[config.mk]
export PLATFORM = sky130hd
export DESIGN_NAME = spi_master_regs
export DESIGN_NICKNAME = d
export VERILOG_FILES = /design/src/rtl/spi_master_regs.sv
export SDC_FILE = /design/constraint.sdc
export NUM_CORES = 1
export LEC_CHECK = 0
export ABC_CLOCK_PERIOD_IN_PS = 7400
export BUFFER_PORTS_ARGS = -buffer_cell sky130_fd_sc_hd__buf_2
export CORE_MARGIN = 10
export CORE_UTILIZATION = 53
export DETAILED_ROUTE_END_ITERATION = 10
export PLACE_DENSITY = 0.72
export SLEW_MARGIN = 30
export SYNTH_ARGS = -nofsm -noshare
export SYNTH_HDL_FRONTEND = slang
export SYNTH_SLANG_ARGS = --single-unit
[constraint.sdc]
create_clock -name clk -period 7.4 [get_ports clk]
set_input_delay 1.11 -clock clk [delete_from_list [all_inputs] [get_ports clk]]
set_output_delay 1.11 -clock clk [all_outputs]
set_load 0.05 [all_outputs]
[src/rtl/spi_master_regs.sv]
module spi_master_regs #(
  parameter int BAUD_W = 3,
  parameter int WORD_W = 16,
  parameter int ADDR_W = 2
) (
  input  logic              clk,
  input  logic              rst_n,
  input  logic              bus_wr,
  input  logic              bus_rd,
  input  logic [ADDR_W-1:0] bus_addr,
  input  logic [WORD_W-1:0] bus_wdata,
  output logic [WORD_W-1:0] bus_rdata,
  output logic              sck,
  output logic              mosi,
  input  logic              miso,
  output logic              line_oe,
  output logic              ss_n,
  output logic              irq,
  output logic              dma_tx_req,
  output logic              dma_rx_req
);
  timeunit 1ns; timeprecision 1ps;

  localparam int HALF_W = WORD_W / 2;
  localparam int CNT_W  = (1 << BAUD_W);
  localparam int EDGE_W = $clog2(2 * WORD_W);
  localparam logic [ADDR_W-1:0] A_CA = ADDR_W'(0);
  localparam logic [ADDR_W-1:0] A_CB = ADDR_W'(1);
  localparam logic [ADDR_W-1:0] A_ST = ADDR_W'(2);
  localparam logic [ADDR_W-1:0] A_DR = ADDR_W'(3);
  localparam logic [WORD_W-1:0] CA_MASK = WORD_W'(16'hCBFF);
  localparam logic [7:0]        CB_MASK = 8'hE3;

  logic [WORD_W-1:0] ca, tx_buf, sh, rxs, rx_buf, rx_nx, rx_cur;
  logic [7:0]        cb;
  logic              txe, rxne, ovr, arm, busy, ph;
  logic [CNT_W-1:0]  dcnt, half_m1;
  logic [EDGE_W-1:0] ecnt, last_idx;
  logic              dtx_q, drx_q;

  wire cpha = ca[0];
  wire cpol = ca[1];
  wire [BAUD_W-1:0] baud = ca[3 +: BAUD_W];
  wire lsb  = ca[7];
  wire f16  = ca[11];
  wire bidi_tx = ca[15] & ca[14];
  wire run  = ca[6] & ca[2];

  wire wr_dr = bus_wr & (bus_addr == A_DR);
  wire rd_dr = bus_rd & (bus_addr == A_DR);
  wire rd_st = bus_rd & (bus_addr == A_ST);

  assign half_m1  = (CNT_W'(1) << baud) - CNT_W'(1);
  assign last_idx = f16 ? EDGE_W'(2 * WORD_W - 1) : EDGE_W'(WORD_W - 1);

  wire tick  = busy & (dcnt == half_m1);
  wire last  = tick & (ecnt == last_idx);
  wire samp  = tick & (cpha ? ecnt[0] : ~ecnt[0]);
  wire shft  = tick & (cpha ? (~ecnt[0] & (ecnt != '0)) : ecnt[0]);
  wire start = run & ~txe & (~busy | last);
  wire rx_in = bidi_tx ? 1'b0 : miso;
  wire rxne_keep = rxne & ~rd_dr;

  always_comb begin
    if (lsb)
      rx_nx = f16 ? {rx_in, rxs[WORD_W-1:1]} : {{HALF_W{1'b0}}, rx_in, rxs[HALF_W-1:1]};
    else
      rx_nx = f16 ? {rxs[WORD_W-2:0], rx_in} : {{HALF_W{1'b0}}, rxs[HALF_W-2:0], rx_in};
    rx_cur = samp ? rx_nx : rxs;
  end

  assign sck     = cpol ^ ph;
  assign mosi    = lsb ? sh[0] : (f16 ? sh[WORD_W-1] : sh[HALF_W-1]);
  assign line_oe = ~ca[15] | ca[14];
  assign ss_n    = ca[9] ? ca[8] : ~run;
  assign irq     = (cb[5] & ovr) | (cb[6] & rxne) | (cb[7] & txe);

  wire dtx_c = cb[1] & txe;
  wire drx_c = cb[0] & rxne;
  assign dma_tx_req = dtx_c & ~dtx_q;
  assign dma_rx_req = drx_c & ~drx_q;

  always_comb begin
    case (bus_addr)
      A_CA:    bus_rdata = ca;
      A_CB:    bus_rdata = {{(WORD_W-8){1'b0}}, cb};
      A_ST:    bus_rdata = {{(WORD_W-8){1'b0}}, busy, ovr, 4'b0, txe, rxne};
      default: bus_rdata = rx_buf;
    endcase
  end

  always_ff @(posedge clk or negedge rst_n) begin
    if (!rst_n) begin
      ca <= '0; cb <= '0; tx_buf <= '0; txe <= 1'b1; sh <= '0; rxs <= '0;
      rx_buf <= '0; rxne <= 1'b0; ovr <= 1'b0; arm <= 1'b0; busy <= 1'b0;
      ph <= 1'b0; dcnt <= '0; ecnt <= '0; dtx_q <= 1'b0; drx_q <= 1'b0;
    end else begin
      if (bus_wr && bus_addr == A_CA) ca <= bus_wdata & CA_MASK;
      if (bus_wr && bus_addr == A_CB) cb <= bus_wdata[7:0] & CB_MASK;
      if (wr_dr) tx_buf <= bus_wdata;

      if (wr_dr)      txe <= 1'b0;
      else if (start) txe <= 1'b1;

      if (!run) begin
        busy <= 1'b0; ph <= 1'b0; dcnt <= '0; ecnt <= '0;
      end else if (start) begin
        sh   <= f16 ? tx_buf : {{HALF_W{1'b0}}, tx_buf[HALF_W-1:0]};
        rxs  <= '0;
        busy <= 1'b1; ph <= 1'b0; dcnt <= '0; ecnt <= '0;
      end else if (last) begin
        busy <= 1'b0; ph <= 1'b0; dcnt <= '0; ecnt <= '0;
      end else if (tick) begin
        dcnt <= '0;
        ph   <= ~ph;
        ecnt <= ecnt + EDGE_W'(1);
        if (shft) sh <= lsb ? (sh >> 1) : (sh << 1);
        if (samp) rxs <= rx_nx;
      end else if (busy) begin
        dcnt <= dcnt + CNT_W'(1);
      end

      if (last && run) begin
        if (rxne_keep) begin
          ovr <= 1'b1; arm <= 1'b0;
        end else begin
          rx_buf <= rx_cur; rxne <= 1'b1;
        end
      end else if (rd_dr) begin
        rxne <= 1'b0;
      end

      if (!(last && run && rxne_keep)) begin
        if (rd_st && arm) begin
          ovr <= 1'b0; arm <= 1'b0;
        end else if (rd_dr && ovr) begin
          arm <= 1'b1;
        end
      end

      dtx_q <= dtx_c;
      drx_q <= drx_c;
    end
  end

  p_sck_rest_r13: assert property (@(posedge clk) disable iff (!rst_n)
    !busy |-> sck == cpol);
  p_txe_clear_r7: assert property (@(posedge clk) disable iff (!rst_n)
    wr_dr |=> !txe);
  p_rxne_clear_r7: assert property (@(posedge clk) disable iff (!rst_n)
    (rd_dr && !last) |=> !rxne);
  p_pending_load_r8: assert property (@(posedge clk) disable iff (!rst_n)
    (run && !txe && !busy) |=> busy);
  p_ovr_keeps_buf_r9: assert property (@(posedge clk) disable iff (!rst_n)
    $rose(ovr) |-> $stable(rx_buf));
  p_ovr_sticky_r10: assert property (@(posedge clk) disable iff (!rst_n)
    (ovr && !rd_st) |=> ovr);
  p_dma_strobe_r12: assert property (@(posedge clk) disable iff (!rst_n)
    (dma_tx_req |=> !dma_tx_req) and (dma_rx_req |=> !dma_rx_req));
endmodule

Yosys cells after proc, flatten, opt, wreduce, memory -nomap -nowiden
Cells that the tools add are included.

Logic and storage cells: 132. Memories kept: 0. Bits in writable memories: 0. Bits in registers: 103. Output and inout port bits: 23. ROM bits: 0. Bits in latches: 0. Input port bits: 23.

$lt $le $gt $ge: 0. Bitwise logic cells: 35. Divide/modulo/power cells: 0. Shift-type cells: 1. Add/subtract/negate cells: 3. Multipliers: 0. Equal/unequal tests: 10. Reductions and logical operators: 16. Mux-type cells: 51.

Operator list (count): $mux 16 (13); $pmux 16 s3 (1); $mux 8 (5); $mux 1 (27); $mux 5 (5); $and 1x1->1 (20); $not 1->1 (10); $add 8x1->8 const B (1); $eq 8x8->1 (1); $reduce_bool 2->1 (4); $shl 1x3->8 const A (1); $sub 8x2->8 const B (1); $logic_and 1x1->1 (6); $add 5x1->5 const B (1); $eq 5x5->1 (1); $ne 5x2->1 const B (1); $reduce_bool 5->1 (1); $eq 2x2->1 const B (2); $ne 4x1->1 const B (1); $or 1x1->1 (4); $reduce_and 2->1 (2); $reduce_and 4->1 (1); $ne 3x1->1 const B (1); $reduce_and 3->1 (1); 5 further kinds (5).

Depth between registers and ports, before layout
Word-level depth: 10. Gate-level depth with buffers: 12.

Least setup slack after synthesis
Ideal clock, no wire load.

Path type: in2out. Start point: input bus_addr[0]. End point: output bus_rdata[5]. Cell stages on the path: 3. Slack: 3.653 ns. Arrival time: 2.637 ns. Buffers on the path: 1. Cell sequence: clkbuf_1 > mux2i_1 > o21ai_0.

Longest elaborated chain between the ends: 2. Elaborated cells on any way between the ends: 4. Classes of those cells: 2 x eq/ne; 1 x mux; 1 x reduce/logical.

RTL lines: start: declaration (RTL line 10) `input logic [ADDR_W-1:0] bus_addr,`; $eq 2x2->1, or another cell as far along (RTL line 84) `case (bus_addr)`; $pmux 16 s3 * (RTL line 84); end: declaration (RTL line 12) `output logic [WORD_W-1:0] bus_rdata,`.

Mark *: on every way between the ends. The rest lies on a longest branch, timed or not.

Final worst setup path
Start point: input bus_addr[1]. End point: output bus_rdata[3].

The elaborated chain is that of the path after synthesis.

==> flow_metrics.tcl <==
set metrics [dict create \
    clk_latency_ns 0.38 \
    fmax_ghz 0.2808 \
    min_period_ns 3.561 \
    nFillCells 865 \
    crit_chain "buf_2, nor2_1, a22o_1, buf_2" \
    drcViolationCount 0 \
    postCtsHoldBufs 0 \
    end_kind "output pin" \
    ys_seq_area_frac 0.4709 \
    synth_cell_types 57 \
    cp_slowest_cell "nor2_1" \
    syn-cell-area_mm2 0.005477 \
    drtIter0Drc 270 \
    start_util 0.5377 \
    clkTransAtPathRegs_ns 0.10 \
    cts-htree-levels 3 \
    hold_path.class "register to register" \
    place_worst_setup_slack_ns 3.850 \
    fin_skew_ns 0.01535 \
    avgSynthCellArea_um2 10.97 \
    max-clock-path-buffers 2 \
    hold_viol_final 0 \
    path_class "input port to output pin" \
    report.final.slew_viol_count 0 \
    rsz0062_at_grt "false" \
    r2r-start "ca[5]" \
    leakagePower_nw 2.745 \
    critical_path_arrival_ns 2.45 \
    path_buf_inv 2 \
    crit_required_ns 6.29 \
    numCtsBuffers 9 \
    synthCells 499 \
    nNetsFinal 556 \
    globalplace.congestion 0.8051 \
    critPathTopFamily "simple AND/OR/NAND/NOR gates" \
    ir_worst_vdd_uv 201.9 \
    grt_pass1_vias 3937 \
    min_from "tx_buf[0]" \
    synth_edf_count 0 \
    seq_area_mm2 0.002579 \
    tritoncts "built" \
    synth_warnings 0 \
    cts_root_buffer "clkbuf_8" \
    worst_slack_ns 3.839 \
    post-cts-setup-buffer-count 0 \
    grt_overflow 0 \
    r2r_end "rxs[7]" \
    power_density_mw_per_mm2 245.5 \
    worstMarginPinSlew_ns 0.7781 \
    vias_per_cell 5.846 \
    timing.final.crit_share 0.4812 \
    syn-num-nets 526 \
    path_depth 4 \
    startpoint_type "input port" \
    synth_top_flop_cell "dfrtp_1" \
    cp_common_cell "buf_2" \
    drt_pass1_iterations 4 \
    grt_pass1_wl_um 20610 \
    pin_count 46 \
    hpwl_um 8723 \
    grt_max_degree 81 \
    vias 3917 \
    crit_path_start "bus_addr[1]" \
    multi_input_area_mm2 0.002685 \
    outcome "finished, final reports clean" \
    stdcell_area_mm2 0.005988 \
    finalSetupViolations 0 \
    placed_area_mm2 0.005763 \
    crit_fanout 13 \
    drive_above_1_share 0.2697 \
    finalSetupTns_ns 0 \
    cts.sinks 103 \
    synthArstFlopShare 1.000 \
    slowest_delay_ns 0.58 \
    endpoint "bus_rdata[3]" \
    wl_um 12480 \
    wl_per_cell_um 18.62 \
    core_area_mm2 0.01018 \
    drv_cap 0 \
    dieWidth_um 121.7 \
    rrSetupSlack_ns 4.07 \
    grt_antenna_before_repair 0 \
    row_count 37 \
    r2r_cells 9 \
    io_buffer_count 45 \
    insertedDiodeCount 0 \
    syn_to_final_growth_pct 9.344 \
    ys_ff_latch 103 \
    slew_headroom 0.4800 \
    die-area_mm2 0.01480 \
    chipHeight_um 121.7 \
    cts_resized 0 \
    ant_nets 0 \
    track_usage 0.1736 \
]
[worst reg2reg max path, cell delays in order, from the launching register on]
cell and delay, ns:
dfrtp_1 0.54, or3_1 0.43, ha_1 0.25, xor2_1 0.22, and4_1 0.25, o21a_1 0.19
o211ai_1 0.16, or4_1 0.88, nand2b_1 0.27, o21ai_0 0.07
[worst min path at each step]
| stage | to | slack, ns | cells after the start |
|---|---|---|---|
| 2_1_floorplan | sh[0] | 0.44 | 2 |
| 3_3_place_gp | sh[0] | 0.46 | 2 |
| 3_5_place_dp | rx_buf[7] | 0.47 | 2 |
| 4_1_cts | sh[0] | 0.50 | 2 |
| 5_1_grt | ph | 0.52 | 1 |
| 6_report | sh[0] | 0.50 | 2 |
[stage by stage]
stage               cells    util  hold WS (ns)  power [mW]
finish                670  0.5880        0.4973       1.470
global route          670  0.5880        0.5170       1.545
floorplan             499       -        0.4444      0.9981
detailed placement    653  0.5658        0.4709       1.102
CTS                   669  0.5869        0.4990       1.479
global placement      653  0.5643        0.4597       1.083
[synthesized netlist by cell type, types with 2 or more instances]
| master | count | area share |
|---|---|---|
| nand3b_1 | 2 | 0.0027 |
| o31ai_1 | 2 | 0.0027 |
| nor3_1 | 4 | 0.0037 |
| dfrtp_1 | 102 | 0.47 |
| nand3_1 | 13 | 0.012 |
| or3_1 | 2 | 0.0023 |
| nor2b_1 | 6 | 0.0069 |
| a31oi_1 | 2 | 0.0023 |
| buf_4 | 3 | 0.0041 |
| mux2i_1 | 44 | 0.080 |
| ha_1 | 4 | 0.0091 |
| a22o_1 | 8 | 0.013 |
| inv_1 | 20 | 0.014 |
| nand4_1 | 3 | 0.0034 |
| nand2_1 | 49 | 0.034 |
| nor2_1 | 17 | 0.012 |
| mux4_2 | 4 | 0.016 |
| nor4_1 | 2 | 0.0023 |
| nand4_2 | 2 | 0.0046 |
| o22ai_1 | 15 | 0.017 |
| and2_1 | 6 | 0.0069 |
| clkbuf_1 | 15 | 0.010 |
| buf_2 | 8 | 0.0073 |
| o21ai_0 | 30 | 0.027 |
| buf_6 | 2 | 0.0041 |
| a21oi_1 | 10 | 0.0091 |
| o211ai_1 | 2 | 0.0027 |
| xnor2_1 | 3 | 0.0048 |
| and4_1 | 2 | 0.0032 |
| and3_1 | 5 | 0.0057 |
| mux2_2 | 64 | 0.13 |
| o21ai_1 | 4 | 0.0037 |
| nand2b_1 | 5 | 0.0057 |
| xor2_1 | 13 | 0.021 |
| nor4b_1 | 2 | 0.0032 |
| or4_1 | 3 | 0.0041 |
[sequential cells by signal (all words and copies together), names as in the netlist, 5 cells and up]
name / count
tx_buf: 16
sh: 16
dcnt: 8
ca: 13
cb: 5
ecnt: 5
rxs: 16
rx_buf: 16
[logic make-up after synthesis]
logic type	synth area share
AOI/OAI and AO/OA	0.1003
adders and majority gates	0.009139
muxes	0.2285
and+or+nand+nor	0.1245
xor gates and xnor gates	0.02559
DFF	0.4709
buffers and inverters	0.04112
[power by group]
part	internal [mW]	switching, mW	total [mW]
Sequential	0.641	0.0755	0.717
Combinational	0.152	0.224	0.376
Clock	0.172	0.206	0.377
[layout make-up]
cell class | instances | share of cell area
Inverter | 20 | 0.01254
Tap cell | 136 | 0.02842
Sequential cell | 103 | 0.4306
Timing Repair Buffer | 49 | 0.04430
Multi-Input combinational cell | 346 | 0.4484
Clock buffer | 10 | 0.02298
Clock inverter | 6 | 0.01275
[per-layer routing]
| metal | up-vias | share of wire | track usage |
|---|---|---|---|
| li1 | 1847 | - | - |
| met4 | 0 | 0.0061 | 0.02608 |
| met5 | - | 0 | 0 |
| met2 | 93 | 0.48 | 0.2828 |
| met3 | 7 | 0.056 | 0.05042 |
| met1 | 1970 | 0.45 | 0.2295 |
[cell usage in the layout (no fill, tap or decap), types with 5 or more instances in the layout]
| master | n |
|---|---|
| buf_2 | 44 |
| a21oi_1 | 10 |
| xor2_1 | 13 |
| clkbuf_8 | 10 |
| o21ai_0 | 30 |
| a22o_1 | 8 |
| nor2b_1 | 6 |
| nand2b_1 | 5 |
| nor2_1 | 17 |
| nand2_1 | 49 |
| nand3_1 | 13 |
| mux2_2 | 64 |
| o22ai_1 | 15 |
| mux2i_1 | 44 |
| inv_1 | 20 |
| dfrtp_1 | 102 |
| and2_1 | 7 |
| and3_1 | 5 |
Note: power is estimated with default switching activity, not from simulation.
